`config.mk`:
```
export PLATFORM = sky130hd
export DESIGN_NAME = rx_tagq
export DESIGN_NICKNAME = d
export VERILOG_FILES = /design/src/rtl/rx_tagq_pkg.sv /design/src/rtl/rxq_flush.sv /design/src/rtl/rxq_level.sv /design/src/rtl/rxq_store.sv /design/src/rtl/rx_tagq.sv
export SDC_FILE = /design/constraint.sdc
export NUM_CORES = 1
export LEC_CHECK = 0
export ABC_AREA = 1
export BUFFER_PORTS_ARGS = -buffer_cell sky130_fd_sc_hd__buf_2
export CAP_MARGIN = 5
export CORE_ASPECT_RATIO = 0.8
export CORE_UTILIZATION = 35
export DETAILED_ROUTE_END_ITERATION = 8
export PLACE_DENSITY = 0.61
export SETUP_SLACK_MARGIN = 0.15
export SLEW_MARGIN = 10
export SYNTH_ARGS = -nofsm -noshare
export SYNTH_HDL_FRONTEND = slang
export SYNTH_HIERARCHICAL = 1
export SYNTH_SLANG_ARGS = --single-unit
```
`constraint.sdc`:
```
create_clock -name clk -period 3.95 [get_ports clk]
set_input_delay 0.1975 -clock clk [delete_from_list [all_inputs] [get_ports clk]]
set_output_delay 0.1975 -clock clk [all_outputs]
set_load 0.05 [all_outputs]
```
`src/rtl/rx_tagq_pkg.sv`:
```
package rx_tagq_pkg;
  typedef struct packed {
    logic       ferr;
    logic       perr;
    logic [7:0] ch;
  } rxq_entry_t;

  function automatic rxq_entry_t rxq_pack(input logic [7:0] ch, input logic perr,
                                          input logic ferr, input logic seven);
    rxq_entry_t e;
    e.ch   = seven ? {1'b0, ch[6:0]} : ch;
    e.perr = perr;
    e.ferr = ferr;
    return e;
  endfunction
endpackage

```
`src/rtl/rxq_flush.sv`:
```
module rxq_flush #(
  parameter int FLUSH_CYCLES = 4
) (
  input  logic clk,
  input  logic rst_n,
  input  logic start,
  output logic busy
);
  localparam int FW = $clog2(FLUSH_CYCLES + 1);
  logic [FW-1:0] cnt;

  always_ff @(posedge clk or negedge rst_n) begin
    if (!rst_n)         cnt <= '0;
    else if (start)     cnt <= FW'(FLUSH_CYCLES);
    else if (cnt != '0) cnt <= cnt - 1'b1;
  end

  assign busy = (cnt != '0);

  AST_FLUSH_LOAD: assert property (@(posedge clk) disable iff (!rst_n)
    start |=> busy);
endmodule

```
`src/rtl/rxq_level.sv`:
```
module rxq_level #(
  parameter int DEPTH    = 16,
  parameter int AF_LEVEL = 12,
  localparam int CW      = $clog2(DEPTH + 1)
) (
  input  logic          clk,
  input  logic          rst_n,
  input  logic          clr,
  input  logic          blocked,
  input  logic          push_req,
  input  logic          pop_req,
  output logic          do_push,
  output logic          do_pop,
  output logic          drop,
  output logic          empty,
  output logic          full,
  output logic          af,
  output logic [CW-1:0] level
);
  function automatic logic [CW-1:0] lvl_next(input logic [CW-1:0] l,
                                             input logic p, input logic q);
    case ({p, q})
      2'b10:   return l + 1'b1;
      2'b01:   return l - 1'b1;
      default: return l;
    endcase
  endfunction

  assign empty   = (level == '0);
  assign full    = (level == CW'(DEPTH));
  assign af      = (level >= CW'(AF_LEVEL));
  assign do_pop  = pop_req & ~empty & ~blocked;
  assign do_push = push_req & ~blocked & (~full | do_pop);
  assign drop    = push_req & ~blocked & full & ~do_pop;

  always_ff @(posedge clk or negedge rst_n) begin
    if (!rst_n)   level <= '0;
    else if (clr) level <= '0;
    else          level <= lvl_next(level, do_push, do_pop);
  end

  AST_LEVEL_BOUND: assert property (@(posedge clk) disable iff (!rst_n)
    level <= CW'(DEPTH));
  AST_FULL_SWAP: assert property (@(posedge clk) disable iff (!rst_n)
    (full && push_req && pop_req && !blocked && !clr) |=> full);
endmodule

```
`src/rtl/rxq_store.sv`:
```
module rxq_store
  import rx_tagq_pkg::*;
#(
  parameter int DEPTH = 16,
  localparam int AW   = $clog2(DEPTH)
) (
  input  logic       clk,
  input  logic       rst_n,
  input  logic       clr,
  input  logic       wr_en,
  input  rxq_entry_t wr_entry,
  input  logic       rd_en,
  input  logic       rd_req,
  input  logic       empty,
  output rxq_entry_t rd_entry
);
  rxq_entry_t    mem [DEPTH];
  logic [AW-1:0] wptr, rptr;

  function automatic logic [AW-1:0] ptr_inc(input logic [AW-1:0] p);
    return (p == AW'(DEPTH - 1)) ? '0 : p + 1'b1;
  endfunction

  always_ff @(posedge clk) begin
    if (wr_en && !clr) mem[wptr] <= wr_entry;
  end

  always_ff @(posedge clk or negedge rst_n) begin
    if (!rst_n) begin
      wptr <= '0;
      rptr <= '0;
    end else if (clr) begin
      wptr <= '0;
      rptr <= '0;
    end else begin
      if (wr_en) wptr <= ptr_inc(wptr);
      if (rd_en) rptr <= ptr_inc(rptr);
    end
  end

  assign rd_entry = mem[rptr];

  AST_EMPTY_NO_MOVE: assert property (@(posedge clk) disable iff (!rst_n)
    (rd_req && empty && !clr) |=> $stable(rptr));
endmodule

```
`src/rtl/rx_tagq.sv`:
```
module rx_tagq
  import rx_tagq_pkg::*;
#(
  parameter int DEPTH        = 16,
  parameter int AF_LEVEL     = 12,
  parameter int FLUSH_CYCLES = 4,
  localparam int CW          = $clog2(DEPTH + 1)
) (
  input  logic            clk,
  input  logic            rst_n,
  input  logic            push_vld,
  input  logic [7:0]      push_char,
  input  logic            push_perr,
  input  logic            push_ferr,
  input  logic            seven_bit,
  input  logic            pop_req,
  input  logic            err_on_empty,
  input  logic            ctl_wr,
  input  logic [3:0]      ctl_wdata,
  input  logic [CW-1:0]   tx_level,
  output logic [9:0]      pop_entry,
  output logic            bus_err,
  output logic            overrun_evt,
  output logic            almost_full,
  output logic [2*CW+2:0] index_word,
  output logic [1:0]      flush_bits
);
  logic          flush_start, flushing;
  logic          do_push, do_pop, drop, empty, full;
  logic [CW-1:0] level;
  rxq_entry_t    in_entry, head;

  assign flush_start = ctl_wr & (ctl_wdata[3:2] == 2'b11);
  assign in_entry    = rxq_pack(push_char, push_perr, push_ferr, seven_bit);

  rxq_flush #(.FLUSH_CYCLES(FLUSH_CYCLES)) u_flush (
    .clk(clk), .rst_n(rst_n), .start(flush_start), .busy(flushing));

  rxq_level #(.DEPTH(DEPTH), .AF_LEVEL(AF_LEVEL)) u_level (
    .clk(clk), .rst_n(rst_n), .clr(flush_start), .blocked(flushing),
    .push_req(push_vld), .pop_req(pop_req), .do_push(do_push), .do_pop(do_pop),
    .drop(drop), .empty(empty), .full(full), .af(almost_full), .level(level));

  rxq_store #(.DEPTH(DEPTH)) u_store (
    .clk(clk), .rst_n(rst_n), .clr(flush_start), .wr_en(do_push),
    .wr_entry(in_entry), .rd_en(do_pop), .rd_req(pop_req), .empty(empty),
    .rd_entry(head));

  always_ff @(posedge clk or negedge rst_n) begin
    if (!rst_n) overrun_evt <= 1'b0;
    else        overrun_evt <= drop & ~flush_start;
  end

  assign pop_entry  = do_pop ? head : '0;
  assign bus_err    = pop_req & empty & err_on_empty;
  assign index_word = {level, 3'b000, tx_level};
  assign flush_bits = {2{flushing}};

  AST_OVR_ON_FULL: assert property (@(posedge clk) disable iff (!rst_n)
    overrun_evt |-> $past(full));
  AST_FLUSH_EMPTIES: assert property (@(posedge clk) disable iff (!rst_n)
    flush_start |=> (level == '0));
  AST_ERR_ONLY_EMPTY: assert property (@(posedge clk) disable iff (!rst_n)
    bus_err |-> (empty && err_on_empty));
  AST_AF_MATCH: assert property (@(posedge clk) disable iff (!rst_n)
    almost_full |-> (index_word[2*CW+2:CW+3] >= CW'(AF_LEVEL)));
endmodule

```
==> impl_metrics.toml, run 1 <==
[die]
ios = 54
start_util = 0.358
die_h_um = 141
dieWidth_um = 175
fp-row-count = 50
core_area_mm2 = 0.0235
die_area_mm2 = 0.0246

[sta]
slew_violations = 0
setup_viol = 0
rsz0062_at_grt = "no"
tns_ps = 0
hold_viol_final = 0
slew_headroom = 0.371
max_slew.worst_pin.slew_ps = 940
max_freq_ghz = 0.337
skew_ps = 6.24
period_needed_ps = 2960
finalCritPeriodShare = 0.750
setup_ws_ps = 986

[worst_setup_path]
rr_startpoint = "u_flush/cnt[0]"
worst_r2r_path_depth = 9
critPathMaxStageDelay_ps = 750
r2r_slack_ps = 990
required_ps = 4000
worstPathArrival_ps = 3020
critPathMaxFanout = 10
end_kind = "flip-flop"
timing.rr.end = "u_store/mem[13][7]"
crit_path_start_kind = "flip-flop"
critPathKind = "flip-flop to flip-flop"
crit_slowest_cell = "nor2_1"
worstPathCellList = "inv_1 > ha_1 > nand2_2 > nor2_4 > o21a_1 > inv_1 > nor2_1 > nand2_1 > nor2_1"

[clock_network]
cts_resized = 0
numCtsBuffers = 17
post_cts_buffers = 0
clock-root-buffer = "clkbuf_16"
htree_levels = 4
clk_latency_ps = 430
cts_tree = "built"
cts_buffer_depth = 2
clock-sinks = 177
clk_pin_slew_ps = 60

[job]
drv_cap = 0

[worst_hold_path]
hp-start = "pop_req"
hold_path_depth = 4
holdPathEnd = "overrun_evt"
min_path_type = "input port to flip-flop"

[run_status]
status = "finished clean"

[final_layout]
drive_gt1_frac = 0.103
nNetsFinal = 965
areaGrowthSynthToFinish_pct = 12.4
finalNonFillerCells = 1253
diodes = 0
final_core_util = 0.403

[placed_design]
place_congestion = 0.830
pre_cts_ws_ps = 993
dp_hpwl_um = 11400
dp.cells = 1220
port_buffers = 38

[grt]
grt_max_degree = 86
track_usage = 0.159
grt_pass1_wl_um = 28900
first_global_vias = 5300
grt_overflow = 0
antenna_found_initial = 0

[drt]
wl_um = 18500
drt_iter0_drc = 520
ant_nets = 0
wl_per_cell_um = 14.7
firstDrtPassIters = 5
avgViaCountPerCell = 4.56
vias = 5709
drcViolationCount = 0

[power_and_ir_drop]
power_density_mw_per_mm2 = 568
peakVddDrop_v = 0.000382
finalPower_mw = 5.37
leakagePower_nw = 4.38

[synthesis]
syn-cell-area_mm2 = 0.00841
synth_warnings = 6
syn_area_per_cell_um2 = 9.37
synthCells = 897
flip-flops by register name, indices dropped and copies added (netlist names):
name           flops
overrun_evt        1
u_flush/cnt        3
u_level/level      5
u_store/mem      160
u_store/rptr       4
u_store/wptr       4
per-stage QoR:
stage	cell area (um^2)	hold slack, ps
2_1_floorplan	8410	-98.1
3_3_place_gp	8860	166
3_5_place_dp	8860	169
4_1_cts	9450	33.7
5_1_grt	9450	72.1
6_report	9450	53.2
what timing repair did:
| action | 4_1_cts | 5_1_grt |
|---|---|---|
| endpoints found under the setup margin | 0 | 0 |
| hold buffers | 1 | 0 |
| hold endpoints to repair | 17 | 0 |
report_power, final:
| part | leakage, nW | internal [mW] | switching [mW] |
|---|---|---|---|
| Clock | 0.281 | 0.948 | 0.680 |
| Sequential | 1.67 | 2.12 | 0.0654 |
| Combinational | 2.43 | 0.434 | 1.12 |
cell type report:
class,instances,area [um^2]
inverters,197,739
clock inverters,9,81.3
well taps,312,390
clock buffers,23,498
repair buffers,51,303
fillers,2259,14000
multi-input cells,484,2210
flip-flops and latches,177,5230
worst max path at each step:
stage / from / endpoint / cells after the start / slack (ps)
CTS: u_flush/cnt[0] / u_store/mem[9][0] / 9 / 970
global placement: u_flush/cnt[0] / u_store/mem[9][0] / 9 / 1030
detailed placement: u_flush/cnt[0] / u_store/mem[9][1] / 9 / 990
floorplan: u_flush/cnt[0] / u_store/mem[12][0] / 9 / 1560
finish: u_flush/cnt[0] / u_store/mem[13][7] / 9 / 990
global route: u_flush/cnt[0] / u_store/mem[9][0] / 9 / 770
layer usage:
layer  share of wire  GRT usage  up-vias
li1                -          -     2849
met1            0.47      0.224     2667
met2            0.45      0.238      167
met3           0.058     0.0364       26
met4           0.020     0.0581        0
met5               0          0        -
layout by cell type, fill, tap and decap left out:
cell             n
nand2_1        296
inv_1          185
edfxtp_1       160
nand3_1        117
buf_2           38
nor2_1          24
clkbuf_16       17
dfrtp_1         16
buf_4           11
ha_1            10
clkinv_1         8
o21ai_0          6
clkbuf_8         5
nand4_1          5
clkinv_2         4
inv_2            4
nor2_4           4
conb_1           3
clkinvlp_4       3
a21oi_1          3
nand3_4          2
nand3_2          2
xnor2_1          2
o21ai_1          2
and3_1           1
clkinv_4         1
clkbuf_1         1
bufinv_16        1
dlygate4sd3_1    1
nand2_2          1
nand2_4          1
o21a_1           1
nor4_1           1
a21oi_4          1
o31ai_1          1
fa_1             1
buf_12           1
dfrtp_2          1
critical path: cells and delay by family, from the launching register on:
family	cells	cell delay [ps]
adders and majority gates	1	230
buffers and inverters	2	160
DFF	1	380
AOI/OAI and AO/OA	1	230
and+or+nand+nor	5	1600
Note: power is estimated with default switching activity, not from simulation.
==> inputs of run 2 (changes only) <==
==> constraint.sdc (replaced) <==
create_clock -name clk -period 3.11 [get_ports clk]
set_input_delay 0.1555 -clock clk [delete_from_list [all_inputs] [get_ports clk]]
set_output_delay 0.1555 -clock clk [all_outputs]
set_load 0.05 [all_outputs]
==> run 2 against run 1 <==
Net effect: non-clock buffer count rose by 21; clock skew grew 4.7 ps; first-iteration DRC count fell by 32%; sequential power grew 27%; clock power increased by 39%; combinational power increased by 24%; final cell count is 1.7% higher; critical path depth did not move; die area did not move; cell area is 2.3% higher; largest power group unchanged.
==> impl_metrics.toml, run 2 (synthesis results as in run 1) <==
[grt]
first_global_vias = 5535
antenna_found_initial = 0
grt_pass1_wl_um = 29000
grt_max_degree = 86
track_usage = 0.157
grt_overflow = 0

[clock_network]
cts_resized = 0
clk_pin_slew_ps = 70
numCtsBuffers = 17
clock-root-buffer = "clkbuf_16"
clock-sinks = 177
htree_levels = 4
clk_latency_ps = 430
cts_tree = "built"
cts_buffer_depth = 2

[sta]
slew_headroom = 0.383
setup_viol = 0
max_slew.worst_pin.slew_ps = 926
slew_violations = 0
skew_ps = 10.9
tns_ps = 0
period_needed_ps = 2720
hold_viol_final = 0
rsz0062_at_grt = "no"
finalCritPeriodShare = 0.875
max_freq_ghz = 0.368

[drt]
avgViaCountPerCell = 4.53
drt_iter0_drc = 354
ant_nets = 0
firstDrtPassIters = 7
vias = 5765
drcViolationCount = 0
wl_um = 18200
wl_per_cell_um = 14.3

[worst_setup_path]
rr_startpoint = "u_flush/cnt[0]"
crit_path_start_kind = "flip-flop"
worst_r2r_path_depth = 10
r2r_slack_ps = 550
worstPathArrival_ps = 2570
critPathKind = "flip-flop to primary output"
timing.rr.end = "u_store/mem[14][1]"
critPathMaxFanout = 14
end_kind = "primary output"
required_ps = 2950

[worst_hold_path]
holdPathEnd = "u_store/mem[14][4]"
hp-start = "push_char[4]"
hold_path_depth = 1
min_path_type = "input port to flip-flop"

[die]
die_area_mm2 = 0.0246
core_area_mm2 = 0.0235
die_h_um = 141
fp-row-count = 50
start_util = 0.358
dieWidth_um = 175
ios = 54

[placed_design]
dp.cells = 1239
place_congestion = 0.844
port_buffers = 38
dp_hpwl_um = 11600

[final_layout]
areaGrowthSynthToFinish_pct = 15.0
final_cell_mix = "296 x nand2_1, 185 x inv_1, 160 x edfxtp_1"
top_register = "u_store/mem"
final_common_cell = "nand2_1"
diodes = 0
finalNonFillerCells = 1274
nNetsFinal = 986
reg_top3 = "u_store/mem: 160 flops, u_level/level: 5 flops"
drive_gt1_frac = 0.121
largest_register_ffs = 160

[run_status]
status = "finished clean"

[power_and_ir_drop]
switching_share = 0.337
seqPwrFrac = 0.399
p_clk_frac = 0.326
pwr-share-comb = 0.275
peakVddDrop_v = 0.000483
p_sw_mw = 2.35
p_int_mw = 4.62
power_density_mw_per_mm2 = 721
leakagePower_nw = 4.51

[job]
drv_cap = 0
## run 2: cell types whose count changed in the layout (fill, tap and decap cells not counted), sizes merged
cell,delta
buf,+19
clkbuf,-6
inv,+5
bufinv,+3
dlygate4sd3,+2
clkinv,-1
clkinvlp,-1
## run 2: cell type report
cell class	count	area [um^2]
fill	2272	13800
multi-input combinational	484	2210
clock buffer	17	425
inverter	197	739
tap	312	390
sequential	177	5230
timing repair buffer	72	465
clock inverter	15	205
## run 2: worst max-delay path, cell delays in order, from the launching register on
cell and delay (ps):
dfrtp_1 380, inv_1 100, ha_1 240, nand2_2 170
nor2_4 210, nand2_4 80, inv_1 410, nand2_1 200
inv_1 90, buf_2 260
## run 2: worst max path at each step
stage	startpoint	cells past startpoint	to
floorplan	u_flush/cnt[0]	9	u_store/mem[12][0]
detailed placement	u_flush/cnt[0]	10	u_store/mem[14][1]
CTS	u_flush/cnt[0]	9	pop_entry[7]
finish	u_flush/cnt[0]	9	pop_entry[7]
global route	u_store/rptr[2]	8	pop_entry[1]
global placement	u_flush/cnt[0]	10	u_store/mem[14][0]
## run 2: per-layer routing
metal  vias to the layer above  global-route usage  routed length, um
met5                         -                   0                  0
met3                        16              0.0313                890
met1                      2735               0.219               9030
met2                       120               0.245               8110
met4                         0              0.0517                167
li1                       2894                   -                  -
## run 2: repair_timing
item,4_1_cts,5_1_grt
endpoints found under the setup margin,0,0
endpoints found under the hold margin,18,0
hold buffers,3,0
setup buffers,0,0
## run 2: power by group through the flow
| stage | Clock [mW] | Sequential, mW | Combinational (mW) |
|---|---|---|---|
| after floorplan | 0 | 2.88 | 1.45 |
| after global placement | 0 | 2.83 | 1.90 |
| after detailed placement | 0 | 2.83 | 1.92 |
| after CTS | 2.30 | 2.78 | 1.93 |
| after global routing | 2.39 | 2.79 | 2.16 |
| final | 2.27 | 2.78 | 1.92 |
## run 2: stage by stage
stage	hold WS [ps]	setup WS [ps]	area, um^2	utilization	total power, mW
floorplan	-140	724	8410	-	4.34
global placement	113	615	9000	0.384	4.72
detailed placement	113	576	9000	0.384	4.75
CTS	109	365	9670	0.412	7.01
global route	125	187	9670	0.412	7.35
finish	117	389	9670	0.412	6.97
==> inputs of run 3 (changes only) <==
--- a/config.mk
+++ b/config.mk
@@ -11,6 +11,7 @@
 export CORE_ASPECT_RATIO = 0.8
 export CORE_UTILIZATION = 35
 export DETAILED_ROUTE_END_ITERATION = 8
+export MAX_ROUTING_LAYER = met4
 export PLACE_DENSITY = 0.61
 export SETUP_SLACK_MARGIN = 0.15
 export SLEW_MARGIN = 10
==> constraint.sdc (replaced) <==
create_clock -name clk -period 3.11 [get_ports clk]
set_input_delay 0.1555 -clock clk [delete_from_list [all_inputs] [get_ports clk]]
set_output_delay 0.1555 -clock clk [all_outputs]
set_load 0.005 [all_outputs]
==> run 3 against run 2 <==
Net effect: clock skew is 1.9 ps lower; core utilization fell by 0.33 points; wire length up 0.12%; register-to-register slack got worse by 20 ps; non-clock buffer count is 6 lower; global-route usage increased by 0.56 points; sequential power increased by 1%; die area did not move; worst hold slack better by 22 ps; largest power group unchanged; sequential share of layout area up 0.43 points; count of clock-buffer cells in the layout stayed put.
==> impl_metrics.toml, run 3 (synthesis results as in run 1) <==
[final_layout]
final_cell_mix = "296 x nand2_1, 185 x inv_1, 160 x edfxtp_1"
diodes = 0
final_core_util = 0.409
design_area_mm2 = 0.00959
reg_top3 = "u_store/mem: 160 flops, u_level/level: 5 flops"
finalNonFillerCells = 1268
fill_cells = 2304
nNetsFinal = 980
areaGrowthSynthToFinish_pct = 14.1
top_register = "u_store/mem"
largest_register_ffs = 160
final_common_cell = "nand2_1"
drive_gt1_frac = 0.116

[worst_setup_path]
critPathKind = "flip-flop to primary output"
required_ps = 2950
crit_path_start_kind = "flip-flop"
timing.rr.end = "u_store/mem[15][5]"
worstPathArrival_ps = 2430
r2r_slack_ps = 530
end_kind = "primary output"
critPathMaxFanout = 21
rr_startpoint = "u_flush/cnt[0]"
worst_r2r_path_depth = 8

[sta]
max_freq_ghz = 0.387
skew_ps = 9.04
max_slew.worst_pin.slew_ps = 712
setup_ws_ps = 527
slew_violations = 0
period_needed_ps = 2580
rsz0062_at_grt = "no"
hold_viol_final = 0
setup_viol = 0
slew_headroom = 0.525
fin_hold_ws_ps = 138
finalCritPeriodShare = 0.831
tns_ps = 0

[drt]
drcViolationCount = 0
vias = 5698
wl_per_cell_um = 14.4
drt_iter0_drc = 515
avgViaCountPerCell = 4.49
firstDrtPassIters = 5
ant_nets = 0
wl_um = 18200

[power_and_ir_drop]
p_clk_frac = 0.323
p_sw_mw = 2.24
p_int_mw = 4.45
peakVddDrop_v = 0.000399
leakagePower_nw = 4.46
finalPower_mw = 6.69
seqPwrFrac = 0.421
pwr-share-comb = 0.256
power_density_mw_per_mm2 = 698
switching_share = 0.335

[clock_network]
htree_levels = 4
clock-root-buffer = "clkbuf_16"
numCtsBuffers = 17
cts_buffer_depth = 2
clk_pin_slew_ps = 70
clk_latency_ps = 430
clock-sinks = 177
cts_tree = "built"

[grt]
grt_overflow = 0
grt_pass1_wl_um = 29400
first_global_vias = 5460
antenna_found_initial = 0
use_met1 = 0.218
busiest_layer = "met2"
grt_max_degree = 65
use_met3 = 0.0351
use_met2 = 0.249
track_usage = 0.162

[placed_design]
dp_hpwl_um = 11800
place_congestion = 0.842
port_buffers = 38
place_area_mm2 = 0.00896
pre_cts_ws_ps = 548
dp.cells = 1233

[die]
fp-row-count = 50
ios = 54
core_area_mm2 = 0.0235
start_util = 0.358
dieWidth_um = 175
die_h_um = 141
die_area_mm2 = 0.0246

[job]
drv_cap = 0

[run_status]
status = "finished clean"

[worst_hold_path]
hold_path_depth = 1
holdPathEnd = "u_store/mem[0][2]"
hp-start = "push_char[2]"
min_path_type = "input port to flip-flop"
==> run 3: cell count changes in the layout (fill, tap and decap cells not counted), sizes merged <==
cell and change:
buf -6, inv +1, clkinvlp +1, bufinv -2
==> run 3: worst max path at each step <==
stage / start / to / slack [ps] / cells after the start
after global placement: u_flush/cnt[0] / u_store/mem[15][9] / 610 / 8
after floorplan: u_flush/cnt[0] / u_store/mem[12][0] / 720 / 9
after global routing: u_store/rptr[1] / pop_entry[7] / 320 / 9
after CTS: u_flush/cnt[0] / pop_entry[7] / 490 / 9
after detailed placement: u_flush/cnt[0] / u_store/mem[15][8] / 550 / 8
final: u_store/rptr[1] / pop_entry[7] / 530 / 9
==> run 3: timing repair <==
action	CTS	global route
buffers inserted	0	0
hold buffers	3	0
gates resized for setup	0	0
endpoints found under the hold margin	18	0
endpoints found under the setup margin	0	0
==> run 3: worst max-delay path, cell delays in order (launching register included) <==
cell and delay, ps:
dfrtp_1 370, inv_1 530, buf_4 410, nand3_1 120, nand3_1 80, nand3_1 120
nand2_1 90, nand2_1 90, inv_1 90, buf_2 110
==> run 3: metal layers <==
layer  wire length (um)  part of all wire
met5                  0                 0
met4                189             0.010
met3                845             0.046
met2               8250              0.45
met1               8930              0.49
==> run 3: layout make-up <==
type,instances,area (um^2),share of cell area
inverters,197,739,0.0771
repair buffers,66,420,0.0438
clock buffers,17,425,0.0444
clock inverters,15,174,0.0181
multi-input cells,484,2210,0.230
flip-flops and latches,177,5230,0.546
well taps,312,390,0.0407
==> run 3: power by group through the flow <==
stage	Combinational (mW)	Sequential, mW	Clock, mW
4_1_cts	1.73	2.82	2.21
6_report	1.72	2.82	2.16
2_1_floorplan	1.32	2.82	0
5_1_grt	1.96	2.83	2.31
3_5_place_dp	1.71	2.87	0
3_3_place_gp	1.70	2.87	0
